## src/rtl/vtlb_pkg.sv

```systemverilog
package vtlb_pkg;
  localparam int unsigned PAGE_BITS  = 16;
  localparam int unsigned BLOCK_BITS = 29;

  typedef enum logic [1:0] {
    INV_ALL   = 2'b00,
    INV_VM    = 2'b01,
    INV_VM_AS = 2'b10,
    INV_VM_VA = 2'b11
  } inv_op_e;
endpackage

```

## src/rtl/vtlb_match.sv

```systemverilog
module vtlb_match
  import vtlb_pkg::*;
#(
  parameter int unsigned VA_W   = 48,
  parameter int unsigned VMID_W = 8,
  parameter int unsigned ASID_W = 8
) (
  input  logic [VA_W-1:PAGE_BITS] ent_vpn_i,
  input  logic                    ent_block_i,
  input  logic [VMID_W-1:0]       ent_vmid_i,
  input  logic [ASID_W-1:0]       ent_asid_i,
  input  logic [VA_W-1:0]         q_va_i,
  input  logic [VMID_W-1:0]       q_vmid_i,
  input  logic [ASID_W-1:0]       q_asid_i,
  output logic                    va_hit_o,
  output logic                    vm_hit_o,
  output logic                    as_eq_o
);
  // block entries compare only the bits above the 512 MB offset
  always_comb begin
    if (ent_block_i)
      va_hit_o = ent_vpn_i[VA_W-1:BLOCK_BITS] == q_va_i[VA_W-1:BLOCK_BITS];
    else
      va_hit_o = ent_vpn_i == q_va_i[VA_W-1:PAGE_BITS];
  end

  assign vm_hit_o = ent_vmid_i == q_vmid_i;
  assign as_eq_o  = ent_asid_i == q_asid_i;
endmodule

```

## src/rtl/vtlb_victim.sv

```systemverilog
module vtlb_victim #(
  parameter int unsigned ENTRIES = 4,
  localparam int unsigned IDX_W  = (ENTRIES > 1) ? $clog2(ENTRIES) : 1
) (
  input  logic             clk_i,
  input  logic             rst_ni,
  input  logic             adv_i,
  output logic [IDX_W-1:0] idx_o
);
  logic [IDX_W-1:0] idx_q;

  always_ff @(posedge clk_i or negedge rst_ni) begin
    if (!rst_ni)
      idx_q <= '0;
    else if (adv_i)
      idx_q <= (idx_q == IDX_W'(ENTRIES - 1)) ? '0 : idx_q + 1'b1;
  end

  assign idx_o = idx_q;

  generate
    if (ENTRIES > 1) begin : g_chk
      AST_VICTIM_ADVANCES: assert property (@(posedge clk_i) disable iff (!rst_ni)
        adv_i |=> idx_q != $past(idx_q));
      AST_VICTIM_IN_RANGE: assert property (@(posedge clk_i) disable iff (!rst_ni)
        idx_q <= IDX_W'(ENTRIES - 1));
    end
  endgenerate
endmodule

```

## src/rtl/vtag_tlb.sv

```systemverilog
module vtag_tlb
  import vtlb_pkg::*;
#(
  parameter int unsigned ENTRIES = 4,
  parameter int unsigned VA_W    = 48,
  parameter int unsigned PA_W    = 48,
  parameter int unsigned VMID_W  = 8,
  parameter int unsigned ASID_W  = 8,
  localparam int unsigned IDX_W  = (ENTRIES > 1) ? $clog2(ENTRIES) : 1
) (
  input  logic              clk_i,
  input  logic              rst_ni,
  input  logic              lk_valid_i,
  input  logic [VA_W-1:0]   lk_va_i,
  input  logic [VMID_W-1:0] lk_vmid_i,
  input  logic [ASID_W-1:0] lk_asid_i,
  output logic              rsp_valid_o,
  output logic              rsp_hit_o,
  output logic              rsp_miss_o,
  output logic [PA_W-1:0]   rsp_pa_o,
  input  logic              fill_valid_i,
  input  logic [VA_W-1:0]   fill_va_i,
  input  logic [PA_W-1:0]   fill_pa_i,
  input  logic [VMID_W-1:0] fill_vmid_i,
  input  logic [ASID_W-1:0] fill_asid_i,
  input  logic              fill_block_i,
  input  logic              fill_global_i,
  input  logic              inv_valid_i,
  input  logic [1:0]        inv_op_i,
  input  logic [VMID_W-1:0] inv_vmid_i,
  input  logic [ASID_W-1:0] inv_asid_i,
  input  logic [VA_W-1:0]   inv_va_i,
  output logic              inv_done_o
);
  logic [ENTRIES-1:0]        valid_q, valid_d, block_q, global_q;
  logic [VA_W-1:PAGE_BITS]   vpn_q  [ENTRIES];
  logic [PA_W-1:PAGE_BITS]   ppn_q  [ENTRIES];
  logic [VMID_W-1:0]         vmid_q [ENTRIES];
  logic [ASID_W-1:0]         asid_q [ENTRIES];

  logic [ENTRIES-1:0] lk_hit, inv_kill;
  logic [PA_W-1:0]    pa_cand [ENTRIES];
  logic [PA_W-1:0]    pa_sel;
  logic [IDX_W-1:0]   victim;
  inv_op_e            inv_op;

  logic              rsp_valid_q, rsp_hit_q, rsp_miss_q, inv_done_q;
  logic [PA_W-1:0]   rsp_pa_q;

  assign inv_op = inv_op_e'(inv_op_i);

  vtlb_victim #(.ENTRIES(ENTRIES)) u_victim (
    .clk_i  (clk_i),
    .rst_ni (rst_ni),
    .adv_i  (fill_valid_i),
    .idx_o  (victim)
  );

  generate
    for (genvar i = 0; i < ENTRIES; i++) begin : g_ent
      logic lk_va, lk_vm, lk_as, iv_va, iv_vm, iv_as, sel;

      vtlb_match #(.VA_W(VA_W), .VMID_W(VMID_W), .ASID_W(ASID_W)) u_lk (
        .ent_vpn_i (vpn_q[i]),  .ent_block_i (block_q[i]),
        .ent_vmid_i(vmid_q[i]), .ent_asid_i  (asid_q[i]),
        .q_va_i    (lk_va_i),   .q_vmid_i    (lk_vmid_i), .q_asid_i(lk_asid_i),
        .va_hit_o  (lk_va),     .vm_hit_o    (lk_vm),     .as_eq_o (lk_as)
      );

      vtlb_match #(.VA_W(VA_W), .VMID_W(VMID_W), .ASID_W(ASID_W)) u_inv (
        .ent_vpn_i (vpn_q[i]),  .ent_block_i (block_q[i]),
        .ent_vmid_i(vmid_q[i]), .ent_asid_i  (asid_q[i]),
        .q_va_i    (inv_va_i),  .q_vmid_i    (inv_vmid_i), .q_asid_i(inv_asid_i),
        .va_hit_o  (iv_va),     .vm_hit_o    (iv_vm),      .as_eq_o (iv_as)
      );

      assign lk_hit[i] = valid_q[i] & lk_va & lk_vm & (lk_as | global_q[i]);

      always_comb begin
        unique case (inv_op)
          INV_ALL:   sel = 1'b1;
          INV_VM:    sel = iv_vm;
          INV_VM_AS: sel = iv_vm & iv_as & ~global_q[i];
          default:   sel = iv_vm & iv_va;
        endcase
      end
      assign inv_kill[i] = inv_valid_i & sel;

      assign pa_cand[i] = block_q[i]
        ? {ppn_q[i][PA_W-1:BLOCK_BITS], lk_va_i[BLOCK_BITS-1:0]}
        : {ppn_q[i], lk_va_i[PAGE_BITS-1:0]};
    end
  endgenerate

  always_comb begin
    pa_sel = '0;
    for (int i = 0; i < ENTRIES; i++)
      if (lk_hit[i]) pa_sel = pa_sel | pa_cand[i];
  end

  // invalidate first, then the refill lands on top
  always_comb begin
    valid_d = valid_q & ~inv_kill;
    if (fill_valid_i) valid_d[victim] = 1'b1;
  end

  always_ff @(posedge clk_i or negedge rst_ni) begin
    if (!rst_ni) begin
      valid_q     <= '0;
      rsp_valid_q <= 1'b0;
      rsp_hit_q   <= 1'b0;
      rsp_miss_q  <= 1'b0;
      rsp_pa_q    <= '0;
      inv_done_q  <= 1'b0;
    end else begin
      valid_q     <= valid_d;
      rsp_valid_q <= lk_valid_i;
      rsp_hit_q   <= lk_valid_i & (|lk_hit);
      rsp_miss_q  <= lk_valid_i & ~(|lk_hit);
      rsp_pa_q    <= lk_valid_i ? pa_sel : '0;
      inv_done_q  <= inv_valid_i;
    end
  end

  always_ff @(posedge clk_i) begin
    if (fill_valid_i) begin
      vpn_q[victim]    <= fill_va_i[VA_W-1:PAGE_BITS];
      ppn_q[victim]    <= fill_pa_i[PA_W-1:PAGE_BITS];
      vmid_q[victim]   <= fill_vmid_i;
      asid_q[victim]   <= fill_asid_i;
      block_q[victim]  <= fill_block_i;
      global_q[victim] <= fill_global_i;
    end
  end

  assign rsp_valid_o = rsp_valid_q;
  assign rsp_hit_o   = rsp_hit_q;
  assign rsp_miss_o  = rsp_miss_q;
  assign rsp_pa_o    = rsp_pa_q;
  assign inv_done_o  = inv_done_q;

  AST_RSP_FOLLOWS_REQ: assert property (@(posedge clk_i) disable iff (!rst_ni)
    lk_valid_i |=> rsp_valid_o);
  AST_NO_SPURIOUS_RSP: assert property (@(posedge clk_i) disable iff (!rst_ni)
    !lk_valid_i |=> !rsp_valid_o);
  AST_HIT_XOR_MISS: assert property (@(posedge clk_i) disable iff (!rst_ni)
    rsp_valid_o |-> (rsp_hit_o ^ rsp_miss_o));
  AST_QUIET_WHEN_IDLE: assert property (@(posedge clk_i) disable iff (!rst_ni)
    !rsp_valid_o |-> !rsp_hit_o && !rsp_miss_o);
  AST_INV_DONE_PULSE: assert property (@(posedge clk_i) disable iff (!rst_ni)
    inv_valid_i |=> inv_done_o);
  AST_INV_ALL_EMPTIES: assert property (@(posedge clk_i) disable iff (!rst_ni)
    inv_valid_i && inv_op_i == 2'b00 && !fill_valid_i |=> valid_q == '0);
  AST_FILL_SURVIVES: assert property (@(posedge clk_i) disable iff (!rst_ni)
    fill_valid_i |=> $countones(valid_q) > 0);
endmodule

```

## config.mk

```make
export PLATFORM = sky130hd
export DESIGN_NAME = vtag_tlb
export DESIGN_NICKNAME = d
export VERILOG_FILES = /design/src/rtl/vtlb_pkg.sv /design/src/rtl/vtlb_match.sv /design/src/rtl/vtlb_victim.sv /design/src/rtl/vtag_tlb.sv
export SDC_FILE = /design/constraint.sdc
export NUM_CORES = 1
export LEC_CHECK = 0
export BUFFER_PORTS_ARGS = -buffer_cell sky130_fd_sc_hd__buf_2
export CAP_MARGIN = 20
export CELL_PAD_IN_SITES_DETAIL_PLACEMENT = 1
export CELL_PAD_IN_SITES_GLOBAL_PLACEMENT = 2
export CORE_MARGIN = 10
export CORE_UTILIZATION = 36
export DETAILED_ROUTE_END_ITERATION = 7
export PLACE_DENSITY = 0.75
export SETUP_SLACK_MARGIN = 0.2
export SYNTH_ARGS = -nofsm -noshare
export SYNTH_HDL_FRONTEND = slang
export SYNTH_SLANG_ARGS = --single-unit
export TNS_END_PERCENT = 50
```

## constraint.sdc

```tcl
create_clock -name clk_i -period 2.98 [get_ports clk_i]
set_clock_uncertainty 0.05 [all_clocks]
set_input_delay 0.447 -clock clk_i [delete_from_list [all_inputs] [get_ports clk_i]]
set_output_delay 0.447 -clock clk_i [all_outputs]
set_load 0.02 [all_outputs]
```

### Word-level counts from Yosys, hierarchy flattened

Memory sizes are Yosys's and may differ from the RTL's.
Cells that the tools add are included.

* add/subtract/negate cells: 1
* magnitude comparators: 2
* eq/ne operators: 35
* multiplexer cells: 29
* bitwise gates (word level): 45
* reduce and logical (&&, ||, !) cells: 3

Operators by type and width (number)
* == test 32 bit: 8
* 2-to-1 mux 48 bit: 5
* == test 19 bit: 8
* bitwise OR 48 bit: 3
* == test 8 bit: 16
* 2-to-1 mux 29 bit: 4
* bitwise AND 1 bit: 30
* one-hot mux 1 bit (3 select lines): 4
* 2-to-1 mux 1 bit: 11
* bitwise mux 4 bit: 2
* inverter 1 bit: 5
* bitwise AND 4 bit: 1
* == test 2 bit (second input constant): 2
* 2-to-1 mux 4 bit: 1
* inverter 4 bit: 1
* bitwise OR 1 bit: 4
* bitwise OR 4 bit: 1
* OR reduction 4 bit: 1
* < comparator 2 x 3 -> 1 bit (second input constant): 1
* adder 2 x 1 -> 2 bit (second input constant): 1
* demux 1 bit (select 2 bit): 1
* == test 2 x 1 -> 1 bit (second input constant): 1
* greater-or-equal comparator 2 x 1 -> 1 bit (second input constant): 1
* zero test 2 bit: 1
* 2 further kinds: 2

* flip-flop bits (word level): 66
* memory bits (writable): 320
* input bits: 249
* output and inout port bits: 52
* memories: 4

Memories
* ppn_q: words 4, bits a word 32, read ports 4, clocked after memory_dff 0, write ports 1, RTL line vtag_tlb.sv:37 `logic [PA_W-1:PAGE_BITS] ppn_q [ENTRIES];`
* vpn_q: words 4, bits a word 32, read ports 4, clocked after memory_dff 0, write ports 1, RTL line vtag_tlb.sv:36 `logic [VA_W-1:PAGE_BITS] vpn_q [ENTRIES];`
* asid_q: words 4, bits a word 8, read ports 4, clocked after memory_dff 0, write ports 1, RTL line vtag_tlb.sv:39 `logic [ASID_W-1:0] asid_q [ENTRIES];`
* vmid_q: words 4, bits a word 8, read ports 4, clocked after memory_dff 0, write ports 1, RTL line vtag_tlb.sv:38 `logic [VMID_W-1:0] vmid_q [ENTRIES];`

### Logic depth before layout (Yosys ltp)

Gate-level depths: netlist of the first run.

* depth in word-level cells: 13
* depth in mapped cells: 9
* mapped depth without buffers: 7

### Modules after synthesis

From an unflattened synthesis of the first run, not the netlist that was laid out.

* cells, all modules: 1137
* area, all modules: 17227.8 um^2

By module, submodules not included
* vtag_tlb: times used 1, cells each 611, area each 12964.9 um^2
* vtlb_match: times used 8, cells each 65, area each 521.8 um^2
* vtlb_victim: times used 1, cells each 6, area each 88.8 um^2

### Worst setup path after synthesis of the first run

Ideal clock, no wire load.

* path kind: reg2reg
* start point: register u_victim.idx_q[0], in the netlist u_victim.idx_o[0]
* end point: memory asid_q[0][0], enable pin
* library setup time: 450 ps
* data arrival time: 2549 ps
* data required time: 2480 ps
* setup slack: -69 ps
* cell stages (with the launch flop): 4
* clock period less this slack: 3049 ps
* path through: dfrtp_1 > inv_1 > ha_1 > and2_1

RTL lines
* start: declaration: RTL line vtlb_victim.sv:10 `logic [IDX_W-1:0] idx_q;`
* start signal: assignment: RTL line vtlb_victim.sv:16 `idx_q <= (idx_q == IDX_W'(ENTRIES - 1)) ? '0 : idx_q + 1'b1;`
* end: declaration: RTL line vtag_tlb.sv:39

Straight into the memory's write port.

==> impl_metrics.toml, run 1 <==
[synthesis]
yosys.area_share.simple_pct = 7.34
synth_compound_area_share_pct = 4.52
synth-adder-area-share_pct = 0.281
muxShareOfSynthArea_pct = 3.10
synth-seq-cells = 386
synth-edff-count = 328
synth.largest_area_cell = "edfxtp_1"
yosys.area.top_type_share_pct = 55.2
synth_top_family_by_area = "XOR/XNOR gates"
synth_area_leaders = "edfxtp_1 (55%), xnor2_1 (11%), xor2_1 (8.3%)"
synth_fp_nets = 1500
syn_inst = 1247
synth_top_flop_cell = "edfxtp_1"
synth-xor-area-share_pct = 18.9
ys_async_sr_fraction_pct = 15.0
synth.yosys.seq_area_share_pct = 63.4
ys_types = 37
synth_warnings = 0
syn_area_mm2 = 0.0178
avgSynthCellArea_um2 = 14.3

[routing]
wl_per_cell_um = 25.6
first_iter_violations = 792
viasPerCell = 5.05
ant_nets = 0
num_vias = 11139
routed_wl_mm = 56.4
drt-pass1-iter-count = 5
route.detailed.drc = 0

[critical_path]
cpLargestDelayFamily = "simple AND/OR/NAND/NOR gates"
path_cells = "xnor2_1 > nand4_1 > nor4_2 > buf_4 > o211ai_1 > buf_4 > nor3_4 > buf_12 > a22oi_1 > nand2_1"
cp_slowest_cell = "edfxtp_1"
cp_num_buf_inv = 3
crit_type = "reg2reg"
critPathMostFrequentCell = "buf_4"
crit_path_end_kind = "flop"
crit_fanout = 31
reg2reg_slack_ps = 320
required_ps = 3430
slowest_delay_ps = 430
arrival_ps = 3110
start_kind = "flop"

[timing]
fin_crit_sh_pct = 89.1
hold_slack_ps = 30.3
fin_crit_ps = 2660
worst_pin_slew_ps = 769
slew_violations = 0
fmax_mhz = 377
finalSetupViolCount = 0
maxSlewHeadroom_pct = 48.8
rsz0062_at_grt = "no"
finalHoldViolCount = 0

[die]
dieArea_mm2 = 0.0588
die_h_um = 243
initial_core_util_pct = 36.4
core_area_mm2 = 0.0490
ioPinCount = 301
die_w_um = 243
rows = 81

[power]
power.density_mw_per_mm2 = 702
ir_drop_uv = 467
power_w = 0.0151
p_leak_nw = 7.93

[placed_design]
gp_congestion = 0.852
place.detailed.hpwl_mm = 41.7
postPlaceCellArea_mm2 = 0.0199
port-buffer-count = 252

[global_routing]
grtUsageTotal_pct = 18.7
grt_max_degree = 59
antenna_found_initial = 7
grt_pass1_vias = 12403
grt_pass1_wl_mm = 82.4
grt_overflow_total = 0

[finish]
final_cell_area_mm2 = 0.0215
n_fill_cell = 5029
area_growth_pct = 20.5
nNetsFinal = 1756
final_util_pct = 43.9
layout-drive-gt1-share_pct = 27.2

[clocking]
cts_root_buffer = "clkbuf_16"
clk_pin_slew_ps = 60
clk_path_buf_depth = 3
cts_tree = "yes"
clock_latency_ps = 580
htree_levels = 2
post_cts_buffers = 0
numClockSinks = 386
cts_buffers = 44

[status]
status = "finished, final reports clean"

[flow_run]
drv_cap = 0

[hold_path]
hold_path.class = "in2reg"
timing repair:
item,CTS,global route
gates cloned,0,0
endpoints found under the setup margin,25,3
gates resized for setup,1,1
endpoints found under the hold margin,83,0
hold buffers,9,0
synthesized netlist by cell type (all sizes together), types with 16 or more instances:
master	count
a221o	19
and3	16
buf	42
clkbuf	45
dfrtp	58
edfxtp	328
mux2	26
mux2i	26
nand2	62
nand4	52
nor3	32
nor4	56
o22ai	19
xnor2	216
xor2	168
cell families after synthesis:
logic type | after synthesis
adder cells (fa/ha/maj) | 4
multiplexers | 52
AO/OA/AOI/OAI | 92
AND/OR/NAND/NOR | 239
flip-flops | 386
XOR/XNOR | 384
buffers and inverters | 90
final timing paths:
path | start | to | cells past startpoint
setup reg to reg | vmid_q[1][3] | rsp_pa_o[23] | 10
hold / removal | fill_pa_i[31] | ppn_q[3][15] | 1
min in group asynchronous | rst_ni | rsp_pa_o[24] | 3
max in group asynchronous | rst_ni | inv_done_o | 3
hold reg to reg | ppn_q[0][18] | rsp_pa_o[34] | 1
setup / recovery | vmid_q[1][3] | rsp_pa_o[23] | 10
per-stage QoR:
stage	setup TNS [ps]	setup slack [ps]	instances
floorplan	0	13.2	1247
global placement	0	28.0	2112
detailed placement	-10.6	-9.61	2112
CTS	0	240	2203
global route	0	219	2205
finish	0	324	2205
cell type report:
cell class / instances / area, um^2 / share of cell area [%]
Inverter: 3 / 11.3 / 0.0524
Sequential cell: 386 / 11300 / 52.6
Multi-Input combinational cell: 771 / 6120 / 28.5
Clock buffer: 57 / 1220 / 5.68
Antenna cell: 2 / 5.00 / 0.0233
Tap cell: 664 / 831 / 3.87
Clock inverter: 25 / 283 / 1.32
Timing Repair Buffer: 297 / 1720 / 8.01
registers in the layout, summed over array words and instances (netlist names):
| register | cells |
|---|---|
| ppn_q | 128 |
| block_q | 4 |
| asid_q | 32 |
| vmid_q | 32 |
| rsp_pa_o | 48 |
| rsp_valid_o | 1 |
| vpn_q | 128 |
| global_q | 4 |
| valid_q | 4 |
| rsp_miss_o | 1 |
| rsp_hit_o | 1 |
| inv_done_o | 1 |
| u_victim.idx_o | 2 |
per-layer routing:
metal	wire length, um	vias up	part of all wire (%)	track usage, %
met1	24700	5746	44	23.6
met5	69	-	0.12	0
met4	867	10	1.5	4.22
li1	-	5064	-	-
met2	27900	259	49	31.8
met3	2820	60	5.0	4.43
report_power, final:
group | internal, W | switching [W]
Combinational | 0.000860 | 0.00144
Clock | 0.00335 | 0.00226
Sequential | 0.00675 | 0.000420
Total | 0.0110 | 0.00412
worst reg2reg max path, delay by kind of cell (launching register included):
family | cells | cell delay [ps]
DFF | 1 | 430
buffers and inverters | 3 | 610
AOI/OAI and AO/OA | 2 | 200
and+or+nand+nor | 4 | 950
xor gates and xnor gates | 1 | 340
layout by cell type, fill, tap and decap left out, drive strengths merged, types with 10 or more instances in the layout:
cell | netlist | layout
a221o | 19 | 19
o21ai | 15 | 15
nor4 | 56 | 56
o22ai | 19 | 19
nand2 | 62 | 62
and3 | 16 | 16
buf | 42 | 288
nand4 | 52 | 52
mux2 | 26 | 26
dfrtp | 58 | 58
edfxtp | 328 | 328
nor3 | 32 | 32
a22oi | 13 | 13
nor2 | 10 | 10
clkinv | 0 | 16
xnor2 | 216 | 216
mux2i | 26 | 26
xor2 | 168 | 168
clkbuf | 45 | 57
Note: power is estimated with default switching activity, not from simulation.
==> run 2: changes to the inputs <==
==> constraint.sdc (replaced) <==
create_clock -name clk_i -period 2.22 [get_ports clk_i]
set_clock_uncertainty 0.05 [all_clocks]
set_input_delay 0.333 -clock clk_i [delete_from_list [all_inputs] [get_ports clk_i]]
set_output_delay 0.333 -clock clk_i [all_outputs]
set_load 0.02 [all_outputs]
==> impl_metrics.toml, run 2 (synthesis gave the netlist of run 1 again) <==
[status]
status = "complete, but fails checks"
failed_checks = "negative setup slack"

[clocking]
clock_latency_ps = 580
clk_path_buf_depth = 3
cts_buffers = 43
cts_root_buffer = "clkbuf_16"
clk_pin_slew_ps = 60
htree_levels = 2
cts_tree = "yes"
numClockSinks = 386

[die]
core_area_mm2 = 0.0490
die_w_um = 243
rows = 81
dieArea_mm2 = 0.0588
initial_core_util_pct = 36.4
ioPinCount = 301
die_h_um = 243

[placed_design]
port-buffer-count = 252
gp_congestion = 0.863
place.detailed.hpwl_mm = 42.9

[timing]
finalHoldViolCount = 0
slew_violations = 0
worst_slack_ps = -174
rsz0062_at_grt = "yes"
fin_setup_tns_ps = -6860
hold_slack_ps = 142
fmax_mhz = 418
worst_pin_slew_ps = 502
maxSlewHeadroom_pct = 66.5
fin_crit_sh_pct = 108
fin_crit_ps = 2390
finalSetupViolCount = 51

[hold_path]
hold_path.class = "in2reg"

[critical_path]
crit_fanout = 8
slowest_delay_ps = 410
cp_slowest_cell = "edfxtp_1"
path_cells = "xnor2_1 > buf_4 > nand4_1 > nor3_2 > buf_4 > o211ai_4 > or2_4 > nand3_2 > and3_1"
crit_type = "reg2reg"
arrival_ps = 2850
start_kind = "flop"
crit_path_end_kind = "flop"
critPathMostFrequentCell = "buf_4"
required_ps = 2670

[global_routing]
grt_max_degree = 64
grtUsageTotal_pct = 19.9
grt_pass1_wl_mm = 87.7
grt_pass1_vias = 13528
antenna_found_initial = 11
grt_overflow_total = 0

[finish]
layout-drive-gt1-share_pct = 33.9
nNetsFinal = 1991
final_cell_mix = "edfxtp_1 (328), buf_2 (252), xnor2_1 (203), xor2_1 (167), buf_4 (156)"
final_common_cell = "edfxtp_1"
area_growth_pct = 33.6

[flow_run]
drv_cap = 0

[power]
ir_drop_uv = 739
power_w = 0.0204
power.density_mw_per_mm2 = 855
p_leak_nw = 9.10

[routing]
wl_per_cell_um = 24.5
viasPerCell = 4.98
num_vias = 12155
ant_nets = 0
route.detailed.drc = 0
routed_wl_mm = 59.8
drt-pass1-iter-count = 6
first_iter_violations = 798
-- run 2: cell types whose count changed in the layout (fill, tap and decap cells not counted), sizes merged, moves of 3 or more --
cell	delta
clkbuf	-3
clkinvlp	+4
bufinv	-3
dlygate4sd3	+92
buf	+140
-- run 2: repair_timing --
item / CTS / global route
setup endpoints to repair: 54 / 54
gates resized for setup: 38 / 23
hold buffers: 101 / 0
cloned: 4 / 0
hold endpoints to repair: 405 / 0
pin swaps: 34 / 23
setup buffers: 3 / 5
-- run 2: metal layers --
layer	vias to the layer above	track usage (%)	wire length (um)
met5	-	0	68
met4	12	5.23	1230
met3	76	3.77	2940
met2	316	34.6	30200
met1	6202	24.8	25300
li1	5549	-	-
-- run 2: metrics by stage --
stage / cells / util [%] / cell area [um^2] / setup WS (ps)
5_1_grt: 2440 / 48.7 / 23800 / -283
4_1_cts: 2432 / 48.3 / 23600 / -245
2_1_floorplan: 1247 / - / 17800 / 157
6_report: 2441 / 48.7 / 23800 / -174
3_3_place_gp: 2244 / 42.8 / 20900 / -467
3_5_place_dp: 2244 / 42.8 / 20900 / -511
-- run 2: final cells by class --
| class | count | area (um^2) |
|---|---|---|
| Clock buffer | 54 | 1170 |
| Tap cell | 664 | 831 |
| Fill cell | 4958 | 25100 |
| Clock inverter | 26 | 209 |
| Antenna cell | 4 | 10.0 |
| Sequential cell | 386 | 11300 |
| Inverter | 3 | 11.3 |
| Timing Repair Buffer | 529 | 3790 |
| Multi-Input combinational cell | 775 | 6500 |
-- run 2: power breakdown --
part	total [W]	internal [W]	switching (W)	leakage (nW)
Sequential	0.00961	0.00905	0.000554	3.80
Combinational	0.00379	0.00163	0.00216	4.63
Clock	0.00697	0.00399	0.00298	0.670
-- run 2: critical path: cells and delay by family, from the launching register on --
kind,cells,cell delay (ps)
buf+inv,2,340
simple gates,5,1220
compound gates,1,130
xor+xnor,1,180
flops,1,410
-- run 2: final timing paths --
kind                       cells past startpoint         start  slack [ps]            to
setup / recovery                               9  vpn_q[2][19]        -170   rsp_pa_o[0]
hold / removal                                 3    lk_valid_i         140    rsp_miss_o
setup reg to reg                               9  vpn_q[2][19]        -170   rsp_pa_o[0]
hold reg to reg                                1  ppn_q[1][25]         430  rsp_pa_o[41]
max in group asynchronous                      3        rst_ni        1540  rsp_pa_o[16]
min in group asynchronous                      3        rst_ni         260  rsp_pa_o[22]
==> run 3: changes to the inputs <==
--- a/config.mk
+++ b/config.mk
@@ -9,6 +9,7 @@
 export CAP_MARGIN = 20
 export CELL_PAD_IN_SITES_DETAIL_PLACEMENT = 1
 export CELL_PAD_IN_SITES_GLOBAL_PLACEMENT = 2
+export CORE_ASPECT_RATIO = 0.8
 export CORE_MARGIN = 10
 export CORE_UTILIZATION = 36
 export DETAILED_ROUTE_END_ITERATION = 7
==> impl_metrics.toml, run 3 (synthesis gave the netlist of run 1 again) <==
[global_routing]
use_met1_pct = 27.8
use_met3_pct = 4.57
global_route.peak_usage_layer = "met2"
grt_max_degree = 59
grtUsageTotal_pct = 20.0
met2_usage_pct = 31.7
grt_pass1_vias = 13310
antenna_found_initial = 10
grt_overflow_total = 0
grt_pass1_wl_mm = 87.0

[clocking]
cts_tree = "yes"
clock_latency_ps = 570
cts_root_buffer = "clkbuf_16"
clk_path_buf_depth = 3
clk_pin_slew_ps = 60
cts_buffers = 42
numClockSinks = 386
htree_levels = 2

[hold_path]
min_to = "rsp_valid_o"
hold_depth = 2
hold_path.class = "in2reg"
worstHoldStart = "lk_valid_i"

[critical_path]
cp_slowest_cell = "edfxtp_1"
r2r_cells = 7
reg2reg_slack_ps = -230
path_cells = "xnor2_1 > nand4_1 > nor4_4 > o211ai_4 > or2_4 > o22ai_2 > a221o_1"
r2r-start = "vmid_q[2][5]"
required_ps = 2670
slowest_delay_ps = 410
crit_type = "reg2reg"
start_kind = "flop"
cpLargestDelayFamily = "simple AND/OR/NAND/NOR gates"
crit_fanout = 7
arrival_ps = 2890
cp_num_buf_inv = 0
timing.rr.end = "rsp_pa_o[29]"
crit_path_end_kind = "flop"

[routing]
routed_wl_mm = 60.3
viasPerCell = 5.09
num_vias = 12047
ant_nets = 0
route.detailed.drc = 0
wl_per_cell_um = 25.4
drt-pass1-iter-count = 5
first_iter_violations = 929

[power]
ir_drop_uv = 758
switching_share_pct = 27.9
p_leak_nw = 8.89
power.density_mw_per_mm2 = 864
switching_power_w = 0.00566
combPwrFrac_pct = 18.5
p_int_w = 0.0147
pwr-share-clk_pct = 34.3
pwr-share-seq_pct = 47.2

[timing]
fmax_mhz = 409
maxSlewHeadroom_pct = 59.2
slew_violations = 0
finalSetupViolCount = 50
hold_slack_ps = 157
fin_crit_ps = 2450
finalHoldViolCount = 0
fin_crit_sh_pct = 110
rsz0062_at_grt = "yes"
worst_slack_ps = -227
worst_pin_slew_ps = 606

[die]
die_h_um = 219
core_area_mm2 = 0.0486
initial_core_util_pct = 36.6
dieArea_mm2 = 0.0589
ioPinCount = 301
rows = 72
die_w_um = 269

[flow_run]
drv_cap = 0

[finish]
final_cell_mix = "edfxtp_1 (328), buf_2 (252), xnor2_1 (203), xor2_1 (168), buf_4 (123)"
layout-drive-gt1-share_pct = 32.0
final_cell_area_mm2 = 0.0235
final_util_pct = 48.3
area_growth_pct = 31.9
n_fill_cell = 4866
final_common_cell = "edfxtp_1"
nNetsFinal = 1955
fin_cells = 2368

[placed_design]
place.detailed.hpwl_mm = 42.9
port-buffer-count = 252
dp_slack_ps = -387
dpl.cell_count = 2175
gp_congestion = 0.904
postPlaceCellArea_mm2 = 0.0206

[status]
failed_checks = "negative setup slack"
status = "complete, but fails checks"
==> run 3: how the worst max path moves through the flow <==
| stage | from | end | cells past startpoint |
|---|---|---|---|
| 2_1_floorplan | u_victim.idx_o[0] | asid_q[3][0] | 2 |
| 3_3_place_gp | lk_vmid_i[1] | rsp_pa_o[46] | 10 |
| 3_5_place_dp | lk_vmid_i[1] | rsp_pa_o[46] | 10 |
| 4_1_cts | vmid_q[3][6] | rsp_pa_o[38] | 9 |
| 5_1_grt | vmid_q[3][6] | rsp_pa_o[29] | 9 |
| 6_report | vmid_q[2][5] | rsp_pa_o[29] | 7 |
==> run 3: power by group through the flow <==
stage	sequential [W]	combinational, W	clock [W]
6_report	0.00960	0.00376	0.00696
5_1_grt	0.00968	0.00403	0.00742
4_1_cts	0.00959	0.00372	0.00712
3_5_place_dp	0.00973	0.00349	0
3_3_place_gp	0.00968	0.00343	0
2_1_floorplan	0.00962	0.00178	0
==> run 3: what timing repair did <==
| item | in CTS | in global routing |
|---|---|---|
| hold buffers | 101 | 0 |
| hold endpoints to repair | 404 | 0 |
| resized for setup | 30 | 29 |
| pin swaps | 25 | 19 |
| cloned | 3 | 3 |
| endpoints found under the setup margin | 54 | 54 |
| buffers inserted | 3 | 2 |
==> run 3: metrics by stage <==
| step | TNS [ps] | power [W] |
|---|---|---|
| after floorplan | 0 | 0.0114 |
| after global placement | -14980 | 0.0131 |
| after detailed placement | -17060 | 0.0132 |
| after CTS | -8070 | 0.0204 |
| after global routing | -14220 | 0.0211 |
| final | -8600 | 0.0203 |
==> run 3: routing by layer <==
layer,share of wire [%],routed length [um]
met1,45,27300
met2,46,28000
met3,7.0,4220
met4,1.2,726
met5,0.13,81
==> run 3: cell type report <==
cell class	instances	area, um^2	area share, %
flip-flops and latches	386	11300	48.1
multi-input cells	774	6500	27.7
repair buffers	495	3560	15.1
clock buffers	53	1110	4.74
well taps	629	787	3.35
clock inverters	24	231	0.984
inverters	3	11.3	0.0479
diodes	4	10.0	0.0426
